## src/rtl/zone_tx_pkg.sv

```systemverilog
package zone_tx_pkg;
  localparam int unsigned ADDR_W  = 7;
  localparam int unsigned FRAME_W = ADDR_W + 3;

  typedef logic [ADDR_W-1:0]  addr_t;
  typedef logic [FRAME_W-1:0] frame_t;

  // bit 0 leaves first: start, address LSB first, even parity, stop
  function automatic frame_t build_frame(input addr_t a);
    return {1'b1, ^a, a, 1'b0};
  endfunction
endpackage

```

## src/rtl/tone_divider.sv

```systemverilog
module tone_divider #(
  parameter int unsigned BIT_DIV = 16,
  parameter int unsigned F1_HALF = 2,
  parameter int unsigned F2_HALF = 4
) (
  input  logic clk_i,
  input  logic rst_ni,
  output logic tick_o,
  output logic f1_o,
  output logic f2_o
);
  localparam int unsigned BW  = $clog2(BIT_DIV + 1);
  localparam int unsigned F1W = $clog2(F1_HALF + 1);
  localparam int unsigned F2W = $clog2(F2_HALF + 1);

  logic [BW-1:0]  bit_cnt;
  logic [F1W-1:0] f1_cnt;
  logic [F2W-1:0] f2_cnt;

  assign tick_o = (bit_cnt == BW'(BIT_DIV - 1));

  always_ff @(posedge clk_i or negedge rst_ni) begin
    if (!rst_ni) bit_cnt <= '0;
    else if (tick_o) bit_cnt <= '0;
    else bit_cnt <= bit_cnt + 1'b1;
  end

  always_ff @(posedge clk_i or negedge rst_ni) begin
    if (!rst_ni) begin
      f1_cnt <= '0;
      f1_o   <= 1'b0;
    end else if (f1_cnt == F1W'(F1_HALF - 1)) begin
      f1_cnt <= '0;
      f1_o   <= ~f1_o;
    end else begin
      f1_cnt <= f1_cnt + 1'b1;
    end
  end

  always_ff @(posedge clk_i or negedge rst_ni) begin
    if (!rst_ni) begin
      f2_cnt <= '0;
      f2_o   <= 1'b0;
    end else if (f2_cnt == F2W'(F2_HALF - 1)) begin
      f2_cnt <= '0;
      f2_o   <= ~f2_o;
    end else begin
      f2_cnt <= f2_cnt + 1'b1;
    end
  end
endmodule

```

## src/rtl/arm_timer.sv

```systemverilog
module arm_timer #(
  parameter int unsigned ARM_TICKS = 4
) (
  input  logic clk_i,
  input  logic rst_ni,
  input  logic tick_i,
  output logic armed_o
);
  localparam int unsigned AW = $clog2(ARM_TICKS + 1);

  logic [AW-1:0] cnt;

  assign armed_o = (cnt == AW'(ARM_TICKS));

  always_ff @(posedge clk_i or negedge rst_ni) begin
    if (!rst_ni) cnt <= '0;
    else if (tick_i && !armed_o) cnt <= cnt + 1'b1;
  end
endmodule

```

## src/rtl/gate_osc.sv

```systemverilog
module gate_osc #(
  parameter int unsigned GATE_TICKS = 10
) (
  input  logic clk_i,
  input  logic rst_ni,
  input  logic run_i,
  input  logic tick_i,
  output logic burst_o
);
  localparam int unsigned PERIOD = 2 * GATE_TICKS;
  localparam int unsigned GW     = $clog2(PERIOD + 1);

  logic [GW-1:0] cnt;

  assign burst_o = run_i && (cnt < GW'(GATE_TICKS));

  always_ff @(posedge clk_i or negedge rst_ni) begin
    if (!rst_ni) cnt <= '0;
    else if (!run_i) cnt <= '0;
    else if (tick_i) cnt <= (cnt == GW'(PERIOD - 1)) ? '0 : cnt + 1'b1;
  end
endmodule

```

## src/rtl/frame_shifter.sv

```systemverilog
module frame_shifter
  import zone_tx_pkg::*;
(
  input  logic   clk_i,
  input  logic   rst_ni,
  input  logic   load_i,
  input  logic   shift_i,
  input  frame_t data_i,
  output logic   bit_o
);
  frame_t sr;

  assign bit_o = sr[0];

  always_ff @(posedge clk_i or negedge rst_ni) begin
    if (!rst_ni) sr <= '0;
    else if (load_i) sr <= data_i;
    else if (shift_i) sr <= {sr[0], sr[FRAME_W-1:1]};
  end
endmodule

```

## src/rtl/zone_tx_ctrl.sv

```systemverilog
module zone_tx_ctrl
  import zone_tx_pkg::*;
#(
  parameter int unsigned BIT_DIV    = 16,
  parameter int unsigned F1_HALF    = 2,
  parameter int unsigned F2_HALF    = 4,
  parameter int unsigned ARM_TICKS  = 4,
  parameter int unsigned DLY_TICKS  = 2,
  parameter int unsigned GATE_TICKS = 10
) (
  input  logic       clk_i,
  input  logic       rst_ni,
  input  logic       detect_i,
  input  logic [6:0] zone_addr_i,
  output logic       fsk_o,
  output logic       rf_en_o,
  output logic       pwr_led_o
);
  logic tick, f1, f2, armed, burst, tx_bit;
  logic trig_q, active;
  logic [DLY_TICKS-1:0] dly_sr;

  tone_divider #(.BIT_DIV(BIT_DIV), .F1_HALF(F1_HALF), .F2_HALF(F2_HALF)) u_div (
    .clk_i(clk_i), .rst_ni(rst_ni), .tick_o(tick), .f1_o(f1), .f2_o(f2)
  );

  arm_timer #(.ARM_TICKS(ARM_TICKS)) u_arm (
    .clk_i(clk_i), .rst_ni(rst_ni), .tick_i(tick), .armed_o(armed)
  );

  // detector capture on the bit clock, held off until armed
  always_ff @(posedge clk_i or negedge rst_ni) begin
    if (!rst_ni) trig_q <= 1'b0;
    else if (tick) trig_q <= detect_i & armed;
  end

  // settling delay from trigger to RF enable
  generate
    if (DLY_TICKS == 1) begin : g_dly1
      always_ff @(posedge clk_i or negedge rst_ni) begin
        if (!rst_ni) dly_sr <= '0;
        else if (!trig_q) dly_sr <= '0;
        else if (tick) dly_sr <= 1'b1;
      end
    end else begin : g_dlyn
      always_ff @(posedge clk_i or negedge rst_ni) begin
        if (!rst_ni) dly_sr <= '0;
        else if (!trig_q) dly_sr <= '0;
        else if (tick) dly_sr <= {dly_sr[DLY_TICKS-2:0], 1'b1};
      end
    end
  endgenerate

  assign active = trig_q & dly_sr[DLY_TICKS-1];

  gate_osc #(.GATE_TICKS(GATE_TICKS)) u_gate (
    .clk_i(clk_i), .rst_ni(rst_ni), .run_i(active), .tick_i(tick), .burst_o(burst)
  );

  frame_shifter u_sr (
    .clk_i(clk_i), .rst_ni(rst_ni),
    .load_i(!burst), .shift_i(tick & burst),
    .data_i(build_frame(zone_addr_i)), .bit_o(tx_bit)
  );

  assign rf_en_o   = burst;
  assign fsk_o     = burst & (tx_bit ? f1 : f2);
  assign pwr_led_o = !trig_q;
endmodule

```

## config.mk

```make
export PLATFORM = sky130hd
export DESIGN_NAME = zone_tx_ctrl
export DESIGN_NICKNAME = d
export VERILOG_FILES = /design/src/rtl/zone_tx_pkg.sv /design/src/rtl/tone_divider.sv /design/src/rtl/arm_timer.sv /design/src/rtl/gate_osc.sv /design/src/rtl/frame_shifter.sv /design/src/rtl/zone_tx_ctrl.sv
export SDC_FILE = /design/constraint.sdc
export NUM_CORES = 1
export LEC_CHECK = 0
export ABC_AREA = 1
export CAP_MARGIN = 20
export CORE_UTILIZATION = 51
export CTS_CLUSTER_DIAMETER = 50
export DETAILED_ROUTE_END_ITERATION = 8
export PLACE_DENSITY_LB_ADDON = 0.25
export SETUP_SLACK_MARGIN = 0.05
export SLEW_MARGIN = 30
export SYNTH_ARGS = -nofsm -noshare
export SYNTH_HDL_FRONTEND = slang
export SYNTH_SLANG_ARGS = --single-unit
export TNS_END_PERCENT = 5
```

## constraint.sdc

```tcl
create_clock -name clk_i -period 1.65 [get_ports clk_i]
set_clock_uncertainty 0.15 [all_clocks]
set_input_delay 0.495 -clock clk_i [delete_from_list [all_inputs] [get_ports clk_i]]
set_output_delay 0.495 -clock clk_i [all_outputs]
set_load 0.1 [all_outputs]
```

### Word level (Yosys, flattened, before mapping)

Cells that the tools add are included.

| cells by class | value |
|---|---|
| eq/ne operators | 8 |
| muxes and demuxes | 11 |
| order comparisons | 1 |
| add/subtract/negate cells | 5 |
| bitwise operators | 6 |
| reductions and logical operators | 5 |

Operator list:

| kind | number |
|---|---|
| $mux W10 | 2 |
| $mux W5 | 4 |
| $add A5 B1 Y5 const B | 2 |
| $reduce_xor A7 Y1 | 1 |
| $add A3 B1 Y3 const B | 2 |
| $mux W2 | 3 |
| $eq A5 B4 Y1 const B | 1 |
| $eq A5 B5 Y1 const B | 1 |
| $lt A5 B4 Y1 const B | 1 |
| $and A1 B1 Y1 | 4 |
| $ne A2 B2 Y1 const B | 2 |
| $eq A3 B2 Y1 const B | 1 |
| $eq A3 B3 Y1 const B | 1 |
| $mux W3 | 1 |
| $add A2 B1 Y2 const B | 1 |
| $eq A2 B1 Y1 const B | 1 |
| $logic_and A1 B1 Y1 | 2 |
| $logic_not A1 Y1 | 2 |
| $ne A2 B1 Y1 const B | 1 |
| $not A1 Y1 | 2 |
| $mux W1 | 1 |

| storage, ports and cells | value |
|---|---|
| bits in registers | 33 |
| input port bits | 10 |
| logic and storage cells | 46 |
| output and inout bits | 3 |

### Depth between registers and ports, before layout

| depth | value |
|---|---|
| word-level depth | 5 |
| gate-level depth with buffers | 9 |
| gate-level depth less buffers | 9 |

### Cells and area by module

Synthesis repeated with hierarchy kept, for this count alone.

| unflattened totals | value |
|---|---|
| cell total of the unflattened synthesis | 222 |
| area, all modules | 1731.7 um2 |

By module, submodules not included:

| module | sequential area each (um2) | instances | area each (um2) | cells an instance |
|---|---|---|---|---|
| frame_shifter | 250.2 | 1 | 462.9 | 54 |
| tone_divider | 300.3 | 1 | 459.2 | 41 |
| gate_osc | 125.1 | 1 | 334.1 | 46 |
| zone_tx_ctrl | 75.1 | 1 | 300.3 | 58 |
| arm_timer | 75.1 | 1 | 175.2 | 23 |

### Worst setup path before layout

No wires, ideal clock.

| timing path | value |
|---|---|
| path kind | register to output |
| start point | register u_gate.cnt[1] |
| end point | output port fsk_o |
| setup slack | -2.086 ns |
| cell stages (with the launch flop) | 7 |
| required time | 1.005 ns |
| data arrival time | 3.091 ns |
| cell sequence | dfrtp_1 > inv_1 > a21oi_4 > nor2_1 > nand2_2 > buf_6 > a211oi_1 |

| on the way | value |
|---|---|
| word-level cells in the longest chain between the ends | 3 |

Ends and longest elaborated chain:

| what | line | source |
|---|---|---|
| from (decl) | gate_osc.sv:13 | `logic [GW-1:0] cnt;` |
| from (signal assigned) | gate_osc.sv:20 | `else if (tick_i) cnt <= (cnt == GW'(PERIOD - 1)) ? '0 : cnt + 1'b1;` |
| $lt A5 B4 Y1 | gate_osc.sv:15 | `assign burst_o = run_i && (cnt < GW'(GATE_TICKS));` |
| $logic_and A1 B1 Y1 | gate_osc.sv:15 |  |
| $and A1 B1 Y1 | zone_tx_ctrl.sv:67 | `assign fsk_o = burst & (tx_bit ? f1 : f2);` |
| to (decl) | zone_tx_ctrl.sv:15 | `output logic fsk_o,` |

No other way between the ends.

### Final worst setup path

Ends and elaborated chain as after synthesis.

==> summary.md <==
| Metric | Value |
|---|---|
| Arr. time, crit path | 1.48 ns |
| Critical path class | reg -> out |
| Post-Route WL | 2956 um |
| Fin nets | 234 |
| Fill count | 241 |
| Fin area | 2028 sq um |
| Slowest library cell on the worst path | dfrtp_1 |
| I/O pin total | 13 |
| Cells along the critical path | inv_2, a21oi_4, nor2_2, nand2_2, a211oi_4, buf_12 |
| Clock Sink Count | 33 |
| CTS root buffer | clkbuf_4 |
| Worst path bufs/invs | 2 |
| Post-Syn Area | 1620 sq um |
| Final setup margin | -0.4759 ns |
| Critical R2R Launch | u_div.bit_cnt[0] |
| Crit-path max cell delay | 0.41 ns |
| Initial DRT Pass Iterations | 4 |
| Avg Synthesized Cell Area | 8.619 sq um |
| Gr ovfl total | 0 |
| Diodes inserted | 0 |
| First-pass GRT wire length | 5133 um |
| Share of layout cells above drive strength 1 | 20.91% |
| Hold Slack | 0.2941 ns |
| Hold Buf Count CTS | 0 |
| Worst Path Required | 1.00 ns |
| Detailed placement HPWL | 2240 um |
| Post-layout util | 66.98% |
| Critical path launch point type | flop |
| Max Fclk | 0.4704 GHz |
| Post-route insts no fill | 264 |
| Setup crit end | fsk_o |
| Core area | 3028 sq um |
| DP Cell Count | 256 |
| Chip height | 58.37 um |
| Setup violators final | 3 |
| Leak pwr | 1.008 nW |
| Critical path depth | 6 |
| Cts bufs inserted | 5 |
| CTS tree | built |
| Initial Utilization | 53.51% |
| Vias/cell | 4.951 |
| Row count | 20 |
| Unique cell type count in the Yosys netlist | 25 |
| Skew-Pair Late Insertion Delay | 0.34 ns |
| Wire per inst | 11.20 um |
| Number of global-route vias before repair | 1210 |
| RSZ-0062 raised after global routing | yes |
| Cell Pwr Density | 711.9 nW/um^2 |
| Worst IR Drop VDD | 0.5903 mV |
| GRT Resource Usage Total | 20.31% |
| Yosys top cell by area | dfrtp_1 |
| Largest net degree at the start of global routing | 34 |
| R2r worst-path depth | 9 |
| Fin. Hold Viols | 0 |
| Vias | 1307 |
| Dpl ws | -0.2062 ns |
| Most common library cell in the layout ignoring fill and taps | nand2_1 |
| Die Area | 3406 sq um |
| Max-slew headroom | 74.96% |
| Post-Syn Nets | 203 |
| Global placement routability congestion | 0.8953 |
| Clock Tree Buf Depth | 2 |
| Final setup TNS | -0.9341 ns |
| Worst Hold Class | reg -> reg |
| Yosys warning total | 0 |
| Width of the chip | 58.37 um |
| Family with the most delay on the worst path | flip-flops |
| Most frequent cells in the layout | nand2_1 (35), dfrtp_1 (33), inv_1 (25) |
| Initial antenna violation count | 0 |
| Top-area cell type share of the netlist area | 50.97% |
| H-tree Lvls | 2 |
| Worst-margin pin slew | 0.3717 ns |
| Status | finished, violations left |
| MaxCap Viol Count | 0 |
| Port bufs | 12 |
| Most area-consuming cells after synthesis | dfrtp_1 (51%), nand2_1 (8.6%), inv_1 (6.3%), nor2_1 (5.3%), a21oi_1 (4.0%) |
| Residual DRC count | 0 |
| Clock transition at path regs | 0.10 ns |
| Period minus WS final | 2.126 ns |
| Critical Path Fanout Max | 3 |
| Violated checks | negative setup slack |
| Seq/Total Area, Yosys | 50.97% |
| FF-to-FF End | u_gate.cnt[3] |
| Final Power | 1.444 mW |
| Final Max Tran Viols | 0 |
| Reg2reg setup slack | 0.04 ns |
| Post-Synthesis Cells | 188 |
| Routed Antenna Nets | 0 |
| CP Launch Point | u_gate.cnt[1] |
| #FFs+latches synth | 33 |
| Area Overhead vs Synth | 25.17% |
| 1st-iter DRT viols | 42 |
| CP endpoint kind | output pin |
| Dpl cell area | 1933 sq um |
| Fin crit share | 128.8% |
==> synth_stat cells <==
| cell type | count |
|---|---|
| buf_6 | 2 |
| nor2_2 | 2 |
| ha_1 | 5 |
| inv_1 | 27 |
| o21a_1 | 1 |
| xor2_1 | 4 |
| o21ai_1 | 8 |
| buf_4 | 1 |
| a21oi_1 | 13 |
| a21oi_4 | 1 |
| nand4_1 | 1 |
| nor2_1 | 23 |
| dfrtp_1 | 33 |
| nor2_4 | 1 |
| nand3_2 | 1 |
| nor3_1 | 2 |
| nand3_1 | 9 |
| o31ai_2 | 1 |
| o21ai_0 | 6 |
| inv_2 | 3 |
| a211oi_1 | 1 |
| nand2_1 | 37 |
| nor3_4 | 1 |
| xnor2_1 | 3 |
| nand2_2 | 2 |
==> flip-flops by register name, indices dropped and copies added, names as in the netlist <==
register,flops
u_sr.sr,10
u_div.bit_cnt,5
u_gate.cnt,5
u_arm.cnt,3
u_div.f2_cnt,3
dly_sr,2
u_div.f1_cnt,2
trig_q,1
u_div.f1_o,1
u_div.f2_o,1
==> cell type report <==
type	count	area, sq um	area share, %
timing repair buffer	27	279.0	13.76
multi-input combinational	122	683.2	33.68
tap	44	55.05	2.714
clock buffer	7	65.06	3.208
sequential	33	825.8	40.72
inverter	30	115.1	5.675
clock inverter	1	5.005	0.2468
==> report_power, final <==
part	leakage [nW]	total [mW]	internal, mW	switching, mW
clock	0.0413	0.520	0.247	0.273
combinational	0.552	0.0955	0.0475	0.0480
sequential	0.415	0.829	0.821	0.00774
==> repair_timing <==
action	CTS	global route
setup buffers	0	0
resized for setup	4	6
setup endpoints to repair	12	19
pin swaps	0	3
gates cloned	0	0
==> layer usage <==
metal  vias up  track usage (%)  routed length (um)
li1        652                -                   -
met1       627            25.26                1288
met2        20            32.51                1485
met3         8            7.473                 125
met4         0            7.823                  56
met5         -                0                   0
==> worst register-to-register path: stages, from the launching register on <==
cell and delay (ns):
dfrtp_1 0.39, ha_2 0.21, nand3_2 0.11, nor2_4 0.20, nor2_2 0.08, inv_2 0.13, nand2_1 0.09, nand2_1 0.06
nand2_1 0.04, nor2_1 0.08
==> worst min path at each step <==
stage                    start              end  cells after the start  slack [ns]
6_report       u_div.f1_cnt[0]  u_div.f1_cnt[0]                      1        0.29
5_1_grt        u_div.f2_cnt[0]  u_div.f2_cnt[0]                      1        0.31
4_1_cts        u_div.f2_cnt[0]  u_div.f2_cnt[0]                      1        0.30
3_5_place_dp   u_div.f2_cnt[0]  u_div.f2_cnt[0]                      1        0.28
3_3_place_gp   u_div.f2_cnt[0]  u_div.f2_cnt[0]                      1        0.27
2_1_floorplan           rst_ni        dly_sr[0]                      0        0.05
==> cells by family after synthesis <==
family	after synthesis	share of synthesized area, %
DFF	33	50.97
xor gates and xnor gates	7	3.784
adders and majority gates	5	3.861
AOI/OAI and AO/OA	31	11.04
buffers and inverters	33	8.803
and+or+nand+nor	79	21.54
Power figures use the tool's default switching activity.
